### src/rtl/pin_irq_pkg.sv
package pin_irq_pkg;
  localparam int unsigned OFS_MODE     = 0;
  localparam int unsigned OFS_RISE     = 1;
  localparam int unsigned OFS_RISE_SET = 2;
  localparam int unsigned OFS_RISE_CLR = 3;
  localparam int unsigned OFS_FALL     = 4;
  localparam int unsigned OFS_FALL_SET = 5;
  localparam int unsigned OFS_FALL_CLR = 6;
  localparam int unsigned OFS_STATUS   = 7;

  typedef enum logic [1:0] {
    UPD_HOLD = 2'd0,
    UPD_LOAD = 2'd1,
    UPD_SET  = 2'd2,
    UPD_CLR  = 2'd3
  } upd_kind_e;
endpackage

### src/rtl/pin_irq_sync.sv
module pin_irq_sync #(
  parameter int N      = 8,
  parameter int STAGES = 2
) (
  input  logic         clk_i,
  input  logic         rst_i,
  input  logic [N-1:0] d_i,
  output logic [N-1:0] q_o
);
  logic [N-1:0] stg [STAGES];

  always_ff @(posedge clk_i) begin
    if (rst_i) begin
      for (int s = 0; s < STAGES; s++) stg[s] <= '0;
    end else begin
      stg[0] <= d_i;
      for (int s = 1; s < STAGES; s++) stg[s] <= stg[s-1];
    end
  end

  assign q_o = stg[STAGES-1];
endmodule

### src/rtl/pin_irq_regs.sv
module pin_irq_regs
  import pin_irq_pkg::*;
#(
  parameter int NCH    = 8,
  parameter int ADDR_W = 4,
  parameter int DATA_W = 32
) (
  input  logic              clk_i,
  input  logic              rst_i,
  input  logic [ADDR_W-1:0] addr_i,
  input  logic [DATA_W-1:0] wdata_i,
  input  logic              we_i,
  input  logic              re_i,
  input  logic [NCH-1:0]    status_i,
  output logic [NCH-1:0]    mode_o,
  output logic [NCH-1:0]    rise_en_o,
  output logic [NCH-1:0]    fall_en_o,
  output logic [NCH-1:0]    st_clr_o,
  output logic [DATA_W-1:0] rdata_o
);
  localparam int NEN = 2;

  logic [NCH-1:0] wd;
  logic [NCH-1:0] mode_q;
  logic [NCH-1:0] en_q   [NEN];
  upd_kind_e      upd    [NEN];

  assign wd = wdata_i[NCH-1:0];

  function automatic upd_kind_e decode_upd(input logic [ADDR_W-1:0] a, input int unsigned base);
    if (a == ADDR_W'(base))          return UPD_LOAD;
    else if (a == ADDR_W'(base + 1)) return UPD_SET;
    else if (a == ADDR_W'(base + 2)) return UPD_CLR;
    else                             return UPD_HOLD;
  endfunction

  for (genvar k = 0; k < NEN; k++) begin : g_en
    localparam int unsigned BASE = (k == 0) ? OFS_RISE : OFS_FALL;

    always_comb begin
      upd[k] = we_i ? decode_upd(addr_i, BASE) : UPD_HOLD;
    end

    always_ff @(posedge clk_i) begin
      if (rst_i) begin
        en_q[k] <= '0;
      end else begin
        case (upd[k])
          UPD_LOAD: en_q[k] <= wd;
          UPD_SET:  en_q[k] <= en_q[k] | wd;
          UPD_CLR:  en_q[k] <= en_q[k] & ~wd;
          default:  en_q[k] <= en_q[k];
        endcase
      end
    end
  end

  always_ff @(posedge clk_i) begin
    if (rst_i) begin
      mode_q <= '0;
    end else if (we_i && addr_i == ADDR_W'(OFS_MODE)) begin
      mode_q <= wd;
    end
  end

  assign st_clr_o = (we_i && addr_i == ADDR_W'(OFS_STATUS)) ? wd : '0;

  always_ff @(posedge clk_i) begin
    if (rst_i) begin
      rdata_o <= '0;
    end else if (re_i) begin
      if (addr_i == ADDR_W'(OFS_MODE))
        rdata_o <= DATA_W'(mode_q);
      else if (addr_i >= ADDR_W'(OFS_RISE) && addr_i <= ADDR_W'(OFS_RISE_CLR))
        rdata_o <= DATA_W'(en_q[0]);
      else if (addr_i >= ADDR_W'(OFS_FALL) && addr_i <= ADDR_W'(OFS_FALL_CLR))
        rdata_o <= DATA_W'(en_q[1]);
      else if (addr_i == ADDR_W'(OFS_STATUS))
        rdata_o <= DATA_W'(status_i);
      else
        rdata_o <= '0;
    end
  end

  assign mode_o    = mode_q;
  assign rise_en_o = en_q[0];
  assign fall_en_o = en_q[1];
endmodule

### src/rtl/pin_irq_detect.sv
module pin_irq_detect #(
  parameter int NCH = 8
) (
  input  logic           clk_i,
  input  logic           rst_i,
  input  logic [NCH-1:0] pin_s_i,
  input  logic [NCH-1:0] mode_i,
  input  logic [NCH-1:0] rise_en_i,
  input  logic [NCH-1:0] fall_en_i,
  input  logic [NCH-1:0] st_clr_i,
  output logic [NCH-1:0] status_o,
  output logic [NCH-1:0] rise_evt_o,
  output logic [NCH-1:0] fall_evt_o,
  output logic [NCH-1:0] irq_o
);
  for (genvar i = 0; i < NCH; i++) begin : g_ch
    logic prev_q;
    logic flag_r_q, flag_f_q;
    logic flag_r_d, flag_f_d;
    logic lvl_act;
    logic irq_d;

    assign rise_evt_o[i] = pin_s_i[i] & ~prev_q;
    assign fall_evt_o[i] = ~pin_s_i[i] & prev_q;

    assign lvl_act = mode_i[i] & rise_en_i[i] & (pin_s_i[i] ^ fall_en_i[i]);

    always_comb begin
      if (mode_i[i]) begin
        flag_r_d = 1'b0;
        flag_f_d = 1'b0;
        irq_d    = lvl_act;
      end else begin
        flag_r_d = (flag_r_q & ~st_clr_i[i]) | (rise_evt_o[i] & rise_en_i[i]);
        flag_f_d = (flag_f_q & ~st_clr_i[i]) | (fall_evt_o[i] & fall_en_i[i]);
        irq_d    = flag_r_d | flag_f_d;
      end
    end

    always_ff @(posedge clk_i) begin
      if (rst_i) begin
        prev_q   <= 1'b0;
        flag_r_q <= 1'b0;
        flag_f_q <= 1'b0;
        irq_o[i] <= 1'b0;
      end else begin
        prev_q   <= pin_s_i[i];
        flag_r_q <= flag_r_d;
        flag_f_q <= flag_f_d;
        irq_o[i] <= irq_d;
      end
    end

    assign status_o[i] = mode_i[i] ? lvl_act : (flag_r_q | flag_f_q);
  end
endmodule

### src/rtl/pin_irq_ctrl.sv
module pin_irq_ctrl #(
  parameter int NCH         = 8,
  parameter int ADDR_W      = 4,
  parameter int DATA_W      = 32,
  parameter int SYNC_STAGES = 2
) (
  input  logic              clk_i,
  input  logic              rst_i,
  input  logic [NCH-1:0]    pin_i,
  input  logic [ADDR_W-1:0] addr_i,
  input  logic [DATA_W-1:0] wdata_i,
  input  logic              we_i,
  input  logic              re_i,
  output logic [DATA_W-1:0] rdata_o,
  output logic [NCH-1:0]    irq_o
);
  logic [NCH-1:0] pin_s_w;
  logic [NCH-1:0] mode_w;
  logic [NCH-1:0] rise_en_w;
  logic [NCH-1:0] fall_en_w;
  logic [NCH-1:0] st_clr_w;
  logic [NCH-1:0] status_w;
  logic [NCH-1:0] rise_evt_w;
  logic [NCH-1:0] fall_evt_w;

  pin_irq_sync #(.N(NCH), .STAGES(SYNC_STAGES)) u_sync (
    .clk_i (clk_i),
    .rst_i (rst_i),
    .d_i   (pin_i),
    .q_o   (pin_s_w)
  );

  pin_irq_regs #(.NCH(NCH), .ADDR_W(ADDR_W), .DATA_W(DATA_W)) u_regs (
    .clk_i     (clk_i),
    .rst_i     (rst_i),
    .addr_i    (addr_i),
    .wdata_i   (wdata_i),
    .we_i      (we_i),
    .re_i      (re_i),
    .status_i  (status_w),
    .mode_o    (mode_w),
    .rise_en_o (rise_en_w),
    .fall_en_o (fall_en_w),
    .st_clr_o  (st_clr_w),
    .rdata_o   (rdata_o)
  );

  pin_irq_detect #(.NCH(NCH)) u_det (
    .clk_i      (clk_i),
    .rst_i      (rst_i),
    .pin_s_i    (pin_s_w),
    .mode_i     (mode_w),
    .rise_en_i  (rise_en_w),
    .fall_en_i  (fall_en_w),
    .st_clr_i   (st_clr_w),
    .status_o   (status_w),
    .rise_evt_o (rise_evt_w),
    .fall_evt_o (fall_evt_w),
    .irq_o      (irq_o)
  );
endmodule

### config.mk
export PLATFORM = sky130hd
export DESIGN_NAME = pin_irq_ctrl
export DESIGN_NICKNAME = d
export VERILOG_FILES = /design/src/rtl/pin_irq_pkg.sv /design/src/rtl/pin_irq_sync.sv /design/src/rtl/pin_irq_regs.sv /design/src/rtl/pin_irq_detect.sv /design/src/rtl/pin_irq_ctrl.sv
export SDC_FILE = /design/constraint.sdc
export NUM_CORES = 1
export LEC_CHECK = 0
export CAP_MARGIN = 20
export CORE_MARGIN = 4
export CORE_UTILIZATION = 50
export CTS_CLUSTER_DIAMETER = 30
export DETAILED_ROUTE_END_ITERATION = 10
export PLACE_DENSITY = 0.86
export SLEW_MARGIN = 20
export SYNTH_ARGS = -nofsm -noshare
export SYNTH_HDL_FRONTEND = slang
export SYNTH_HIERARCHICAL = 1
export SYNTH_SLANG_ARGS = --single-unit
export TNS_END_PERCENT = 10
### constraint.sdc
create_clock -name clk_i -period 2.8 [get_ports clk_i]
set_input_delay 0.56 -clock clk_i [delete_from_list [all_inputs] [get_ports clk_i]]
set_output_delay 0.56 -clock clk_i [all_outputs]
set_load 0.05 [all_outputs]
==> impl_metrics.csv <==
group,metric,value,unit
outcome,outcome,"finished, final reports clean",
sta,rsz0062_at_grt,"no",
critical_path,critPathArrivalTime,2.35,ns
critical_path,critical_path.cell_chain,"clkdlybuf4s50_1, nand2_2, nor3_1, buf_4, and2_1, nor2b_1, a21oi_1, a311oi_2",
sta,final-setup-viol-count,0,
routing,vias_per_cell,5.49,
synthesis,compound_gate_fraction_of_synth_area,17.8,%
sta,final-hold-violation-count,0,
critical_path,element_type_at_the_critical_path_start,"primary input",
synthesis,synth.area.mux_share,0,%
power,pwr-share-comb,13.2,%
routing,ant_nets,0,
clock_network,h-tree-depth,3,
power,internal_power,1.95,mW
synthesis,yosysMostFrequentCell,"sky130_fd_sc_hd__dfxtp_1",
clock_network,cts_hold_buffers,0,
die,die_x_extent,96.1,um
grt,residual_overflow_from_global_routing,0,
clock_network,clock_path_buffers,2,
clock_network,clk_pin_slew_worst_paths,0.08,ns
clock_network,clock_latency_on_the_worst_skew_pair,0.35,ns
final_layout,final_nets,481,
power,p_seq_share,48.1,%
hold_path,min_path_type,"reg2reg",
synthesis,synth_area_leaders,"sky130_fd_sc_hd__dfxtp_1, sky130_fd_sc_hd__edfxtp_1, sky130_fd_sc_hd__buf_4",
routing,routed_wirelength,8.39,mm
critical_path,critical_path.max_fanout,8,
final_layout,finish.cell_count_without_fillers,537,
routing,vias,2950,
sta,finalSetupTns,0,ns
synthesis,synth_top_family_by_area,"simple AND/OR/NAND/NOR gates",
synthesis,post_synth_and_or_nand_nor_area_fraction,25.4,%
die,die_h,96.1,um
placement,place_congestion,0.839,
synthesis,netlist_area,3880,um2
power,static-leakage-power,1.72,nW
hold_path,timing.hold.worst.start,"u_sync/stg[0][4]",
synthesis,yosysWarnings,6,
critical_path,slowest_delay,0.64,ns
synthesis,ys_dominant_reg_cell,"sky130_fd_sc_hd__dfxtp_1",
critical_path,r2r-start,"u_regs/en_q[1][4]",
critical_path,timing.rr.end,"u_regs/rdata_o[4]",
critical_path,timing.critical_path.required,3.01,ns
routing,post-route-drc-count,0,
die,boundaryPins,88,
placement,detailed_place_hpwl,5.73,mm
grt,antenna_found_initial,0,
sta,final.period_utilization,76.2,%
grt,grt_pass1_wl,13.4,mm
clock_network,tritoncts,"yes",
critical_path,r2r_slack,1.19,ns
critical_path,critical_path.slowest_cell,"sky130_fd_sc_hd__clkdlybuf4s50_1",
synthesis,synth_enable_flop_cells,16,
routing,drt-pass1-iter-count,8,
critical_path,crit_family,"buffers and inverters",
synthesis,synth_common_cells,"sky130_fd_sc_hd__dfxtp_1, sky130_fd_sc_hd__nor2b_1, sky130_fd_sc_hd__buf_4, sky130_fd_sc_hd__nor3_1, sky130_fd_sc_hd__a21oi_1",
routing,number_of_violations_reported_at_the_end_of_detailed_routing_iteration_0,224,
clock_network,cts_setup_buffers,0,
hold_path,timing.hold.worst_path_depth,1,
power,switchingPower,0.663,mW
sta,maxSlewHeadroom,52.7,%
synthesis,postSynthAreaPerCell,9.78,um2
sta,post-route-min-period,2.13,ns
sta,final-max-slew-violation-count,0,
placement,io_buffer_count,39,
final_layout,drive_above_1_share,15.5,%
job,max_cap_violations,0,
critical_path,cp_num_buf_inv,2,
grt,groute.usage.overall,19.0,%
synthesis,synthDominantCellAreaShare,33.0,%
final_layout,synthToLayoutAreaGrowth,15.3,%
power,netSwitchingFraction,25.4,%
synthesis,postSynthCellCount,397,
synthesis,synthDominantAreaCellType,"sky130_fd_sc_hd__dfxtp_1",
die,core_area,7410,um2
critical_path,critPathCaptureType,"flip-flop",
synthesis,ys_ff_latch,80,
critical_path,timing_worst_setup_path_type,"in2reg",
synthesis,synthAdderAreaFrac,0,%
power,powerDensity,584,nW/um2
sta,worst_clock_skew,0.00883,ns
routing,routedWlPerCell,15.6,um
sta,max_slew.worst_pin.slew,0.706,ns
final_layout,insertedDiodeCount,0,
clock_network,cts_root_buffer,"sky130_fd_sc_hd__clkbuf_8",
sta,max_clock_freq,469,MHz
grt,maximum_number_of_pins_on_one_net_before_global_route_repair,49,
clock_network,ctsResizeCount,0,
power,ir_worst_vdd,436,uV
die,die_area,9240,um2
power,share_clk_of_total_power,38.7,%
synthesis,synth_cell_types,40,
critical_path,r2r_cells,6,
clock_network,cts_inserted_buffers,9,
synthesis,synthArstFlopShare,0,%
die,initial_utilization,52.4,%
die,floorplan_row_count,31,
grt,grt_pass1_vias,2870,
hold_path,timing.hold.worst_endpoint,"u_sync/stg[0][12]",
synthesis,synth_xor_area_share,2.03,%
placement,place_inst,521,
synthesis,ys_seq_area_share,45.4,%
clock_network,clkSinkCount,80,
logic make-up (layout without fill, tap and decap cells):
| kind of cell | count (synthesis) | after routing |
|---|---|---|
| compound gates | 91 | 91 |
| xor+xnor | 9 | 9 |
| buf+inv | 57 | 75 |
| flops | 80 | 80 |
| other cells | 1 | 24 |
| simple gates | 159 | 159 |
how the worst max path moves through the flow:
stage / endpoint / depth (start not counted) / startpoint / slack (ns)
after floorplan: u_det/irq_o[0] / 7 / addr_i[1] / 0.97
after global placement: u_det/irq_o[3] / 8 / addr_i[0] / 0.36
after detailed placement: u_det/irq_o[6] / 8 / addr_i[0] / 0.35
after CTS: rdata_o[0] / 1 / u_regs/rdata_o[0] / 0.70
after global routing: u_det/irq_o[3] / 8 / addr_i[0] / 0.54
final: u_det/irq_o[3] / 8 / addr_i[0] / 0.67
sequential cells by signal, indices dropped and copies added, names as in the netlist:
| register | flops |
|---|---|
| u_det/irq_o | 8 |
| u_det/g_ch.prev_q | 8 |
| u_regs/en_q | 16 |
| u_det/g_ch.flag_r_q | 8 |
| u_det/g_ch.flag_f_q | 8 |
| u_regs/rdata_o | 8 |
| u_regs/mode_o | 8 |
| u_sync/stg | 16 |
power by group through the flow:
stage	registers, mW	clock network [mW]	logic [mW]
2_1_floorplan	1.31	0	0.241
3_3_place_gp	1.28	0	0.335
3_5_place_dp	1.28	0	0.341
4_1_cts	1.26	1.03	0.343
5_1_grt	1.27	1.08	0.369
6_report	1.26	1.01	0.345
metal layers:
metal  vias to the layer above  track usage [%]  part of all wire (%)
met5                         -                0                     0
met4                         0             6.28                   1.8
met3                        17             5.55                   9.2
met2                       132             31.6                    49
met1                      1380             23.5                    40
li1                       1421                -                     -
placed cells by master, fill, tap and decap left out, types with 11 or more instances in the layout:
cell type,instances
sky130_fd_sc_hd__edfxtp_1,16
sky130_fd_sc_hd__nor2b_1,35
sky130_fd_sc_hd__conb_1,24
sky130_fd_sc_hd__a21oi_1,24
sky130_fd_sc_hd__a211oi_1,16
sky130_fd_sc_hd__nor2_1,11
sky130_fd_sc_hd__dfxtp_1,64
sky130_fd_sc_hd__nor3_1,25
sky130_fd_sc_hd__clkdlybuf4s50_1,38
sky130_fd_sc_hd__and2b_2,14
sky130_fd_sc_hd__o2bb2ai_1,16
sky130_fd_sc_hd__nand2b_1,16
metrics by stage:
step | util (%) | hold slack (ns) | instance area, um2 | total power [mW] | setup WS, ns
global route | 60.4 | 0.471 | 4470 | 2.71 | 0.541
floorplan | - | 0.414 | 3970 | 1.55 | 0.966
global placement | 57.1 | 0.419 | 4230 | 1.62 | 0.356
finish | 60.4 | 0.445 | 4470 | 2.61 | 0.667
detailed placement | 57.1 | 0.429 | 4230 | 1.63 | 0.346
CTS | 60.4 | 0.454 | 4470 | 2.63 | 0.696
area by class of cell:
cell class                 count  area, um2
clock buffer                  10        138
clock inverter                 6        106
fill                         648       2930
inverter                      10       37.5
multi-input combinational    283       1850
sequential                    80       1760
tap                           99        124
timing repair buffer          49        460
(Power assumes the default switching activity.)
